===== src/rtl/usb_bd_pkg.sv =====
package usb_bd_pkg;
  localparam int EP_W    = 4;
  localparam int NUM_EP  = 1 << EP_W;
  localparam int BC_W    = 10;
  localparam int AW      = 32;
  localparam int OWN_BIT = 31;
  localparam int KEEP_BIT = 30;

  typedef enum logic [1:0] {
    PID_OUT   = 2'b00,
    PID_IN    = 2'b01,
    PID_SETUP = 2'b10,
    PID_RSV   = 2'b11
  } pid_e;

  typedef enum logic [3:0] {
    S_IDLE, S_RD0, S_RD1, S_TXRD, S_TXOUT,
    S_RXWAIT, S_RXWR, S_WB, S_DONE, S_NAK
  } st_e;
endpackage


===== src/rtl/bd_addr_gen.sv =====
module bd_addr_gen
  import usb_bd_pkg::*;
(
  input  logic            host_mode,
  input  logic [1:0]      pid,
  input  logic [EP_W-1:0] ep,
  input  logic            odd,
  input  logic [7:0]      page_hi,
  input  logic [7:0]      page_mid,
  input  logic [6:0]      page_lo,
  output logic            is_tx,
  output logic [AW-1:0]   bd_addr
);
  always_comb begin
    is_tx   = host_mode ^ (pid == PID_IN);
    bd_addr = {page_hi, page_mid, page_lo, ep, is_tx, odd, 3'b000};
  end
endmodule


===== src/rtl/bd_pingpong.sv =====
module bd_pingpong
  import usb_bd_pkg::*;
#(
  parameter int NEP = NUM_EP
) (
  input  logic            clk,
  input  logic            rst_n,
  input  logic [EP_W-1:0] rd_ep,
  input  logic            rd_tx,
  output logic            rd_odd,
  input  logic            upd,
  input  logic [EP_W-1:0] upd_ep,
  input  logic            upd_tx
);
  localparam int NBITS = 2 * NEP;

  logic [NBITS-1:0] odd_q, odd_d;

  always_comb begin
    odd_d = odd_q;
    if (upd) odd_d[{upd_ep, upd_tx}] = ~odd_q[{upd_ep, upd_tx}];
  end

  always_ff @(posedge clk or negedge rst_n) begin
    if (!rst_n) odd_q <= '0;
    else        odd_q <= odd_d;
  end

  assign rd_odd = odd_q[{rd_ep, rd_tx}];

  // the ping-pong bits only move on a completion
  p_odd_hold_r3: assert property (@(posedge clk) disable iff (!rst_n)
    !upd |=> $stable(odd_q));
endmodule


===== src/rtl/bd_status.sv =====
module bd_status (
  input  logic clk,
  input  logic rst_n,
  input  logic evt_done,
  input  logic done_clr,
  input  logic evt_ovr,
  input  logic ovr_clr,
  output logic done_flag,
  output logic lost_flag,
  output logic ovr_flag
);
  logic done_q, lost_q, ovr_q;
  logic done_d, lost_d, ovr_d;

  always_comb begin
    done_d = evt_done ? 1'b1 : (done_clr ? 1'b0 : done_q);
    if (evt_done && done_q && !done_clr) lost_d = 1'b1;
    else if (done_clr)                   lost_d = 1'b0;
    else                                 lost_d = lost_q;
    ovr_d = evt_ovr ? 1'b1 : (ovr_clr ? 1'b0 : ovr_q);
  end

  always_ff @(posedge clk or negedge rst_n) begin
    if (!rst_n) begin
      done_q <= 1'b0;
      lost_q <= 1'b0;
      ovr_q  <= 1'b0;
    end else begin
      done_q <= done_d;
      lost_q <= lost_d;
      ovr_q  <= ovr_d;
    end
  end

  assign done_flag = done_q;
  assign lost_flag = lost_q;
  assign ovr_flag  = ovr_q;

  // a lost event needs an unacknowledged completion before it
  p_lost_src_r9: assert property (@(posedge clk) disable iff (!rst_n)
    $rose(lost_q) |-> $past(done_q));
  // the completion flag is sticky
  p_done_sticky_r8: assert property (@(posedge clk) disable iff (!rst_n)
    (done_q && !done_clr) |=> done_q);
endmodule


===== src/rtl/usb_bd_engine.sv =====
module usb_bd_engine
  import usb_bd_pkg::*;
#(
  parameter int MPS_RST = 64
) (
  input  logic        clk,
  input  logic        rst_n,
  input  logic        host_mode,
  input  logic        tok_valid,
  input  logic [3:0]  tok_ep,
  input  logic [1:0]  tok_pid,
  output logic        tok_done,
  output logic        tok_nak,
  input  logic [7:0]  page_hi,
  input  logic [7:0]  page_mid,
  input  logic [6:0]  page_lo,
  input  logic        mps_we,
  input  logic [3:0]  mps_ep,
  input  logic [9:0]  mps_val,
  output logic        mem_req,
  output logic        mem_we,
  output logic        mem_byte,
  output logic [31:0] mem_addr,
  output logic [31:0] mem_wdata,
  input  logic [31:0] mem_rdata,
  input  logic        mem_ack,
  output logic        tx_valid,
  input  logic        tx_ready,
  output logic [7:0]  tx_data,
  output logic        tx_last,
  input  logic        rx_valid,
  output logic        rx_ready,
  input  logic [7:0]  rx_data,
  input  logic        rx_last,
  input  logic        rx_ovf,
  input  logic        done_clr,
  input  logic        ovr_clr,
  output logic        done_flag,
  output logic        lost_flag,
  output logic        ovr_flag
);
  localparam int PAD_W = AW - BC_W;

  st_e              st_q, st_d;
  logic [EP_W-1:0]  ep_q, ep_d;
  logic             tx_q, tx_d;
  logic [AW-1:0]    bd_q, bd_d;
  logic [31:0]      w0_q, w0_d;
  logic [AW-1:0]    buf_q, buf_d;
  logic [BC_W-1:0]  cnt_q, cnt_d;
  logic [7:0]       byte_q, byte_d;
  logic             last_q, last_d;
  logic [BC_W-1:0]  mps_q [NUM_EP];

  logic             ag_tx, pp_odd, pp_upd, evt_done, evt_len;
  logic [AW-1:0]    ag_addr, data_addr;
  logic [BC_W-1:0]  cnt_inc, bc_wb, mps_cur;

  bd_addr_gen u_addr (
    .host_mode(host_mode), .pid(tok_pid), .ep(tok_ep), .odd(pp_odd),
    .page_hi(page_hi), .page_mid(page_mid), .page_lo(page_lo),
    .is_tx(ag_tx), .bd_addr(ag_addr)
  );

  bd_pingpong #(.NEP(NUM_EP)) u_pp (
    .clk(clk), .rst_n(rst_n), .rd_ep(tok_ep), .rd_tx(ag_tx), .rd_odd(pp_odd),
    .upd(pp_upd), .upd_ep(ep_q), .upd_tx(tx_q)
  );

  bd_status u_stat (
    .clk(clk), .rst_n(rst_n), .evt_done(evt_done), .done_clr(done_clr),
    .evt_ovr(evt_len | rx_ovf), .ovr_clr(ovr_clr),
    .done_flag(done_flag), .lost_flag(lost_flag), .ovr_flag(ovr_flag)
  );

  assign cnt_inc   = cnt_q + 1'b1;
  assign data_addr = buf_q + {{PAD_W{1'b0}}, cnt_q};
  assign mps_cur   = mps_q[ep_q];
  assign bc_wb     = tx_q ? w0_q[BC_W-1:0] : cnt_q;
  assign tx_data   = byte_q;
  assign tok_done  = (st_q == S_DONE);
  assign tok_nak   = (st_q == S_NAK);

  always_comb begin
    st_d = st_q;  ep_d = ep_q;  tx_d = tx_q;  bd_d = bd_q;
    w0_d = w0_q;  buf_d = buf_q; cnt_d = cnt_q;
    byte_d = byte_q; last_d = last_q;
    mem_req = 1'b0; mem_we = 1'b0; mem_byte = 1'b0;
    mem_addr = bd_q; mem_wdata = '0;
    tx_valid = 1'b0; tx_last = 1'b0; rx_ready = 1'b0;
    evt_done = 1'b0; evt_len = 1'b0; pp_upd = 1'b0;
    unique case (st_q)
      S_IDLE: if (tok_valid) begin
        ep_d = tok_ep; tx_d = ag_tx; bd_d = ag_addr; st_d = S_RD0;
      end
      S_RD0: begin
        mem_req = 1'b1;
        if (mem_ack) begin
          w0_d = mem_rdata;
          st_d = mem_rdata[OWN_BIT] ? S_RD1 : S_NAK;
        end
      end
      S_RD1: begin
        mem_req  = 1'b1;
        mem_addr = bd_q | 32'd4;
        if (mem_ack) begin
          buf_d = mem_rdata;
          cnt_d = '0;
          if (!tx_q)                      st_d = S_RXWAIT;
          else if (w0_q[BC_W-1:0] == '0)  st_d = S_WB;
          else                            st_d = S_TXRD;
        end
      end
      S_TXRD: begin
        mem_req = 1'b1; mem_byte = 1'b1; mem_addr = data_addr;
        if (mem_ack) begin
          byte_d = mem_rdata[7:0];
          st_d   = S_TXOUT;
        end
      end
      S_TXOUT: begin
        tx_valid = 1'b1;
        tx_last  = (cnt_inc == w0_q[BC_W-1:0]);
        if (tx_ready) begin
          cnt_d = cnt_inc;
          st_d  = tx_last ? S_WB : S_TXRD;
        end
      end
      S_RXWAIT: begin
        rx_ready = 1'b1;
        if (rx_valid) begin
          byte_d = rx_data;
          last_d = rx_last;
          if (cnt_q < mps_cur) st_d = S_RXWR;
          else begin
            evt_len = 1'b1;
            if (rx_last) st_d = S_WB;
          end
        end
      end
      S_RXWR: begin
        mem_req = 1'b1; mem_we = 1'b1; mem_byte = 1'b1;
        mem_addr = data_addr; mem_wdata = {24'b0, byte_q};
        if (mem_ack) begin
          cnt_d = cnt_inc;
          st_d  = last_q ? S_WB : S_RXWAIT;
        end
      end
      S_WB: begin
        mem_req = 1'b1; mem_we = 1'b1;
        mem_wdata = {w0_q[KEEP_BIT], w0_q[KEEP_BIT:BC_W], bc_wb};
        if (mem_ack) st_d = S_DONE;
      end
      S_DONE: begin
        evt_done = 1'b1; pp_upd = 1'b1; st_d = S_IDLE;
      end
      S_NAK:   st_d = S_IDLE;
      default: st_d = S_IDLE;
    endcase
  end

  always_ff @(posedge clk or negedge rst_n) begin
    if (!rst_n) begin
      st_q <= S_IDLE; ep_q <= '0; tx_q <= 1'b0; bd_q <= '0;
      w0_q <= '0; buf_q <= '0; cnt_q <= '0; byte_q <= '0; last_q <= 1'b0;
    end else begin
      st_q <= st_d; ep_q <= ep_d; tx_q <= tx_d; bd_q <= bd_d;
      w0_q <= w0_d; buf_q <= buf_d; cnt_q <= cnt_d; byte_q <= byte_d; last_q <= last_d;
    end
  end

  for (genvar g = 0; g < NUM_EP; g++) begin : g_mps
    always_ff @(posedge clk or negedge rst_n) begin
      if (!rst_n)                      mps_q[g] <= BC_W'(MPS_RST);
      else if (mps_we && mps_ep == g)  mps_q[g] <= mps_val;
    end
  end

  // descriptor fetch is 8-byte aligned
  p_desc_align_r1: assert property (@(posedge clk) disable iff (!rst_n)
    (st_q == S_RD0 && mem_req) |-> (mem_addr[2:0] == 3'b000));
  // no write ever happens for a descriptor the engine does not own
  p_nak_nowrite_r4: assert property (@(posedge clk) disable iff (!rst_n)
    (mem_req && mem_we) |-> w0_q[OWN_BIT]);
  // byte writes stay below the packet limit
  p_mps_cap_r10: assert property (@(posedge clk) disable iff (!rst_n)
    (mem_req && mem_we && mem_byte) |-> (cnt_q < mps_cur));
  // stream stops after the final byte
  p_txlast_r5: assert property (@(posedge clk) disable iff (!rst_n)
    (tx_valid && tx_last && tx_ready) |=> !tx_valid);
  // completion is a single-cycle pulse
  p_done_pulse_r8: assert property (@(posedge clk) disable iff (!rst_n)
    tok_done |=> !tok_done);
endmodule


===== config.mk =====
export PLATFORM = sky130hd
export DESIGN_NAME = usb_bd_engine
export DESIGN_NICKNAME = d
export VERILOG_FILES = /design/src/rtl/usb_bd_pkg.sv /design/src/rtl/bd_addr_gen.sv /design/src/rtl/bd_pingpong.sv /design/src/rtl/bd_status.sv /design/src/rtl/usb_bd_engine.sv
export SDC_FILE = /design/constraint.sdc
export NUM_CORES = 1
export LEC_CHECK = 0
export BUFFER_PORTS_ARGS = -buffer_cell sky130_fd_sc_hd__buf_4
export CAP_MARGIN = 20
export CORE_MARGIN = 3
export CORE_UTILIZATION = 60
export CTS_BUF_LIST = sky130_fd_sc_hd__clkbuf_8
export CTS_CLUSTER_SIZE = 20
export DETAILED_ROUTE_END_ITERATION = 6
export PLACE_DENSITY_LB_ADDON = 0.08
export REMOVE_ABC_BUFFERS = 1
export SLEW_MARGIN = 20
export SYNTH_ARGS = -nofsm -noshare
export SYNTH_HDL_FRONTEND = slang
export SYNTH_SLANG_ARGS = --single-unit

===== constraint.sdc =====
create_clock -name clk -period 4.4 [get_ports clk]
set_input_delay 0.66 -clock clk [delete_from_list [all_inputs] [get_ports clk]]
set_output_delay 0.66 -clock clk [all_outputs]
set_load 0.05 [all_outputs]

## Word-level counts from Yosys, hierarchy flattened

Index checks and enable logic that the tools add are counted.
Widths: inputs -> output; s select.

- Flip-flop bits (word level): 315
- Input port bits: 95
- Output and inout port bits: 83
- Word-level logic and storage cells: 164

- Add/subtract/negate cells: 2
- Order comparisons: 5
- Equal/unequal tests: 35
- Mux-type cells: 51
- Bitwise operators: 4
- Reduce and logical (&&, ||, !) cells: 38

Operators by type and width:

| kind | number |
|---|---|
| $pmux 32 s2 | 2 |
| $mux 10 | 6 |
| $mux 4 | 11 |
| $bmux 10 s4 | 1 |
| $eq 4x4->1 const B | 10 |
| $add 32x10->32 | 1 |
| $bwmux 32 | 1 |
| $eq 4x3->1 const B | 8 |
| $pmux 4 s8 | 1 |
| $pmux 10 s3 | 1 |
| $logic_and 1x1->1 | 19 |
| $mux 1 | 18 |
| $eq 4x2->1 const B | 4 |
| $mux 8 | 2 |
| $ne 2x2->1 const B | 8 |
| $pmux 8 s2 | 1 |
| $lt 5x6->1 const B | 2 |
| $add 10x1->10 const B | 1 |
| $bmux 1 s5 | 2 |
| $eq 10x10->1 | 1 |
| $logic_not 10->1 | 1 |
| $lt 10x10->1 | 1 |
| $mux 3 | 3 |
| $reduce_and 9->1 | 1 |
| 20 further kinds | 29 |

## Longest topological paths before layout

Gate-level depths: netlist of the first run.

- Word-level depth: 10
- Gate-level depth with buffers: 16

## Cells and area by module

A second synthesis of the first run with hierarchy kept.

- Cells, all modules: 1396
- Area, all modules: 16794.9 um^2

Modules (own cells, without submodules):

| module | instances | cells an instance | area each (um^2) |
|---|---|---|---|
| usb_bd_engine | 1 | 1141 | 14400.1 |
| bd_pingpong | 1 | 211 | 2014.4 |
| bd_addr_gen | 1 | 35 | 274.0 |
| bd_status | 1 | 9 | 106.4 |

## Worst setup path after synthesis of the first run

No wires, ideal clock.

- Path kind: reg-to-output
- Start point: register cnt_q[0]
- End point: output mem_addr[26]
- Arrival: 3.549 ns
- Data required time: 3.740 ns
- Path slack: 0.191 ns
- Stages on the path, launching flop included: 10
- Path buffers: 0
- Cells stage by stage: dfrtp_1 -> ha_1 -> fa_1 -> a21o_1 -> a21o_1 -> a21o_1 -> a2111oi_4 -> nor4_1 -> xnor2_1 -> o21ai_0

- Cells in the longest elaborated chain, start to end: 2

RTL lines:

| item | RTL line | RTL |
|---|---|---|
| start, declared | usb_bd_engine.sv:50 | `logic [BC_W-1:0] cnt_q, cnt_d;` |
| start signal, assigned | usb_bd_engine.sv:168 | `w0_q <= w0_d; buf_q <= buf_d; cnt_q <= cnt_d; byte_q <= byte_d; last_q <= last_d;` |
| $add 32x10->32 | usb_bd_engine.sv:77 | `assign data_addr = buf_q + {{PAD_W{1'b0}}, cnt_q};` |
| $pmux 32 s2 | usb_bd_engine.sv:92 | `unique case (st_q)` |
| end, declared | usb_bd_engine.sv:23 | `output logic [31:0] mem_addr,` |

Every way passes these cells.

## Worst setup path after layout of the first run

- Start point: register buf_q[0]
- End point: output mem_addr[22]

- Cells in the longest elaborated chain, start to end: 2

RTL lines:

| item | RTL line | RTL |
|---|---|---|
| start, declared | usb_bd_engine.sv:49 | `logic [AW-1:0] buf_q, buf_d;` |
| start signal, assigned | usb_bd_engine.sv:168 |  |
| $add 32x10->32 | usb_bd_engine.sv:77 |  |
| $pmux 32 s2 | usb_bd_engine.sv:92 |  |

Every way passes these cells.

==> impl_metrics.yaml, run 1 <==
placed_design:
  port_buffers: 177
  gp_congestion: 0.866
  place_ws_ns: 0.510
  placed_cells: 1784
  post-dp-hpwl_um: 28000
setup_path:
  critical_path_class: "register to output port"
  worst_ep_arrival_time_ns: 3.50
  cp_num_buf_inv: 3
  cp_data_required_time_ns: 3.74
  crit_path_top_delay_cell: "fa_1"
  worstPathCellList: "ha_1, fa_1, a21o_1, a21o_1, a21o_1, a2111oi_4, buf_4, buf_12, nor4b_1, xnor2_1, o21ai_0, buf_4"
  cpPeakStageDelay_ns: 0.43
  worstSetupStartpointType: "register"
  crit_family: "compound AO/OA/AOI/OAI gates"
  crit_start: "buf_q[0]"
  end_kind: "output port"
  r2r-start: "ep_q[1]"
  path_max_fanout: 8
  crit_top_cell: "a21o_1"
cts:
  cts_buffer_depth: 3
  insertion_delay_ns: 0.59
  cts_resized: 0
  cts.sink_count: 310
  cts_tree: "done"
  clkSlewWorstSetupHoldPaths_ns: 0.06
  cts_buffers: 50
  h-tree-depth: 2
  cts_root_buffer: "clkbuf_8"
synth:
  synthCells: 1319
  synth-main-ff-cell: "dfrtp_1"
  synth_area_leader_cell: "dfrtp_1"
  synth_seq_cells: 310
  yosysUniqueCellTypes: 61
  syn_avg_cell_area_sq_um: 12.2
  yosysSeqAreaShare_pct: 48.3
  synth_top_area_share_pct: 45.6
  synth-edff-count: 0
  synthArstFlopShare_pct: 100
  ys.warnings.count: 0
  synth_area_leaders: "dfrtp_1 (46%), mux2_2 (20%), mux2i_1 (4.4%)"
  syn-cell-area_sq_um: 16100
run:
  maxCapViolCount: 0
sta:
  hold_viol: 0
  finalCritPeriodShare_pct: 94.6
  finClkSkew_ns: 0.00817
  setup_viol: 0
  clock.fmax_mhz: 240
  slew_viol_final: 0
  relSlewSlack_pct: 31.2
  period_needed_ns: 4.16
  worst_pin_slew_ns: 1.03
  rsz0062_at_grt: "no"
  fin_ws_ns: 0.239
drt:
  vias: 11500
  wl_met1_um: 17900
  wirelength_um: 40900
  drtPass1Iterations: 5
  drc: 0
  drt.antenna.violating_nets: 0
  wl_met2_um: 19600
  drt-initial-drc-count: 793
  met3_length_um: 2400
  wl_per_cell_um: 21.8
  top_layer: "met5"
  via_per_inst: 6.10
pwr:
  power_per_cell_area_nw_per_um2: 691
  p_total_uw: 13000
  p_leak_uw: 0.00862
  ir_drop_uv: 354
global_routing:
  grt_overflow: 0
  grt_pass1_wl_um: 64600
  antenna_found_initial: 1
  grt_start_max_net_pins: 94
  grt_usage_pct: 28.3
  grt_pass1_vias: 11700
floorplanning:
  rows: 59
  io_pins: 178
  dieHeight_um: 170
  die_w_um: 170
  die-area_sq_um: 28900
  core-area_sq_um: 26200
  start_util_pct: 61.5
worst_hold_path:
  min_path_type: "input port to asynchronous set/reset pin"
layout:
  register_area_sq_um: 7780
  area_growth_pct: 16.6
  diodes: 0
  layout_commonest_cell: "dfrtp_1"
  drive_gt1_share_pct: 40.4
  fill_cells: 1895
  stdcell_count: 1876
  layout_common_cells: "dfrtp_1 (293), mux2_2 (284), buf_4 (209)"
  multi_input_area_sq_um: 7920
  nNetsFinal: 1619
status:
  outcome: "finished, final reports clean"
Yosys cell counts, drive strengths merged, types with 20 or more instances:
cell type  instances
clkbuf            46
and2              22
ha                20
nand2             94
nor2              70
mux4              37
mux2i             71
dfrtp            294
a21oi             29
mux2             284
xnor2             32
o22ai             25
buf               35
o21ai             61
area by class of cell:
class	instances	share of cell area [%]
Tap cell	335	2.23
Multi-Input combinational cell	917	42.2
Timing Repair Buffer	213	8.75
Clock buffer	63	4.61
Clock inverter	27	0.613
Inverter	11	0.220
Sequential cell	310	41.4
path summary, 6_finish.rpt:
| check | depth (start not counted) | end | slack (ns) |
|---|---|---|---|
| worst max register to register | 12 | st_q[3] | 0.79 |
| worst min-delay path | 1 | tx_data[0] | 0.04 |
| min in group clk | 2 | u_stat.lost_flag | 0.23 |
| max in group asynchronous | 2 | mps_q[14] | 3.29 |
| worst min register to register | 2 | bd_q[3] | 0.48 |
| worst max-delay path | 12 | mem_addr[22] | 0.24 |
state kept, by name, summed over array words and instances (netlist names):
signal / count
bd_q: 26
buf_q: 32
cnt_q: 10
ep_q: 3
last_q: 1
mps_q: 160
st_q: 4
tx_data: 8
u_pp.odd_q: 32
u_stat.done_flag: 1
u_stat.lost_flag: 1
u_stat.ovr_flag: 1
w0_q: 31
metrics by stage:
| step | TNS, ns | util, % | cell area (sq um) | hold slack (ns) |
|---|---|---|---|---|
| 6_report | 0 | 71.7 | 18800 | 0.0363 |
| 5_1_grt | 0 | 71.7 | 18800 | 0.0859 |
| 4_1_cts | 0 | 71.7 | 18800 | 0.0912 |
| 3_5_place_dp | 0 | 67.9 | 17800 | 0.470 |
| 3_3_place_gp | 0 | 67.9 | 17800 | 0.462 |
| 2_1_floorplan | -2.57 | - | 15700 | 0.364 |
power by group:
group	total, uW	leakage [uW]	internal (uW)	switching (uW)
Clock	2420	0.000589	1280	1140
Sequential	4620	0.00381	3780	841
Combinational	5930	0.00422	2490	3440
routing by layer:
layer / global-route usage (%) / up-vias
li1: - / 5181
met1: 39.1 / 5815
met2: 46.6 / 375
met3: 4.92 / 79
met4: 8.25 / 2
met5: 0 / -
what timing repair did:
item	CTS	global route
hold buffers	0	0
setup endpoints to repair	8	0
setup buffers	2	0
cells by family after synthesis:
family	count (synthesis)	synth area share (%)
AOI/OAI and AO/OA	158	6.02
xor gates and xnor gates	43	2.45
adders and majority gates	21	1.68
buffers and inverters	92	2.66
DFF	310	48.3
muxes	392	29.6
and+or+nand+nor	303	9.37
(Power assumes the default switching activity.)
==> inputs of run 2 (changes only) <==
--- a/config.mk
+++ b/config.mk
@@ -12,6 +12,7 @@
 export CTS_BUF_LIST = sky130_fd_sc_hd__clkbuf_8
 export CTS_CLUSTER_SIZE = 20
 export DETAILED_ROUTE_END_ITERATION = 6
+export HOLD_SLACK_MARGIN = 0.1
 export PLACE_DENSITY_LB_ADDON = 0.08
 export REMOVE_ABC_BUFFERS = 1
 export SLEW_MARGIN = 20
==> run 2 against run 1 <==
  * Final cell count barely moved
  * Utilization barely moved
  * Register-to-register slack barely moved
  * Clock power barely moved
  * Via count barely moved
  * Critical path depth did not move
==> impl_metrics.yaml, run 2 (synthesis gave the netlist of run 1 again) <==
setup_path:
  reg2reg_depth: 12
  path_max_fanout: 8
  cpPeakStageDelay_ns: 0.43
  crit_top_cell: "a21o_1"
  end_kind: "output port"
  critical_path_class: "register to output port"
  worstPathCellList: "ha_1, fa_1, a21o_1, a21o_1, a21o_1, a2111oi_4, buf_4, buf_12, nor4b_1, xnor2_1, o21ai_0, buf_4"
  crit_path_top_delay_cell: "fa_1"
  worstSetupStartpointType: "register"
  worst_ep_arrival_time_ns: 3.50
  cp_data_required_time_ns: 3.74
floorplanning:
  die_w_um: 170
  rows: 59
  core-area_sq_um: 26200
  dieHeight_um: 170
  io_pins: 178
  die-area_sq_um: 28900
  start_util_pct: 61.5
layout:
  fill_cells: 1892
  reg.largest.list: "mps_q x160, buf_q x32, u_pp.odd_q x32"
  multi_input_area_sq_um: 7920
  largest_register: "mps_q"
  stdcell_count: 1877
  diodes: 0
  area_growth_pct: 16.7
  drive_gt1_share_pct: 40.4
  register_area_sq_um: 7780
  layout_common_cells: "dfrtp_1 (293), mux2_2 (284), buf_4 (209)"
  nNetsFinal: 1620
  final_cell_area_sq_um: 18800
  layout_commonest_cell: "dfrtp_1"
  largest_register_ffs: 160
placed_design:
  post_dp_cell_area_sq_um: 17800
  post-dp-hpwl_um: 28000
  port_buffers: 177
  placed_cells: 1784
  gp_congestion: 0.866
cts:
  cts_resized: 0
  insertion_delay_ns: 0.59
  clkSlewWorstSetupHoldPaths_ns: 0.06
  cts.sink_count: 310
  cts_root_buffer: "clkbuf_8"
  h-tree-depth: 2
  cts_tree: "done"
  cts_buffers: 50
  cts_buffer_depth: 3
sta:
  clock.fmax_mhz: 241
  setup_viol: 0
  relSlewSlack_pct: 32.2
  worst_pin_slew_ns: 1.01
  slew_viol_final: 0
  rsz0062_at_grt: "no"
  finClkSkew_ns: 0.00896
  hold_viol: 0
  finalCritPeriodShare_pct: 94.5
  period_needed_ns: 4.16
drt:
  drc: 0
  drtPass1Iterations: 5
  vias: 11400
  drt.antenna.violating_nets: 0
  via_per_inst: 6.10
  drt-initial-drc-count: 837
  wirelength_um: 40800
  wl_per_cell_um: 21.8
run:
  maxCapViolCount: 0
worst_hold_path:
  hold_depth: 2
  min_path_type: "input port to register"
status:
  outcome: "finished, final reports clean"
pwr:
  power_per_cell_area_nw_per_um2: 690
  ir_drop_uv: 352
  p_leak_uw: 0.00862
global_routing:
  grt_pass1_vias: 11700
  grt_start_max_net_pins: 94
  grt_pass1_wl_um: 64600
  antenna_found_initial: 1
  grt_usage_pct: 28.3
  grt_overflow: 0
-- run 2: cell count changes in the layout (fill, tap and decap cells not counted), sizes merged --
cell,before,now
dlygate4sd3,0,1
-- run 2: metrics by stage --
stage	util, %	power, uW	TNS (ns)	hold slack [ns]	worst slack, ns
global placement	67.9	10400	0	0.462	0.552
global route	71.7	13700	0	0.207	0.00168
CTS	71.7	13000	0	0.210	0.248
floorplan	-	8720	-2.57	0.364	-0.565
finish	71.7	13000	0	0.233	0.243
detailed placement	67.9	10600	0	0.470	0.510
-- run 2: area by class of cell --
class / count / area share, %
Clock buffer: 63 / 4.61
Clock inverter: 27 / 0.612
Inverter: 11 / 0.220
Multi-Input combinational cell: 917 / 42.1
Sequential cell: 310 / 41.4
Tap cell: 335 / 2.23
Timing Repair Buffer: 214 / 8.80
-- run 2: what timing repair did --
| action | 4_1_cts | 5_1_grt |
|---|---|---|
| setup buffers | 2 | 0 |
| setup endpoints to repair | 8 | 0 |
| hold buffers | 1 | 0 |
| endpoints found under the hold margin | 12 | 0 |
-- run 2: final timing paths --
| check | end | startpoint | slack [ns] |
|---|---|---|---|
| worst max-delay path | mem_addr[22] | buf_q[0] | 0.24 |
| worst min-delay path | u_stat.lost_flag | done_clr | 0.23 |
| worst max register to register | st_q[3] | ep_q[1] | 0.79 |
| worst min register to register | bd_q[3] | bd_q[3] | 0.48 |
| max in group asynchronous | mps_q[14] | rst_n | 2.71 |
| min in group asynchronous | tx_data[1] | rst_n | 0.63 |
-- run 2: report_power, final --
part	internal, uW	switching (uW)
sequential	3780	838
clock	1280	1140
combinational	2490	3450
-- run 2: routing by layer --
layer | global-route usage, % | part of all wire [%]
met1 | 39.1 | 44
met4 | 8.25 | 2.6
met3 | 4.92 | 5.9
met2 | 46.6 | 48
met5 | 0 | 0.042
-- run 2: critical path: cells and delay by family (launching register included) --
kind / cells / cell delay [ns]
adders and majority gates: 2 / 0.66
xor gates and xnor gates: 1 / 0.17
DFF: 1 / 0.38
AOI/OAI and AO/OA: 5 / 1.07
and+or+nand+nor: 1 / 0.06
buffers and inverters: 3 / 0.55
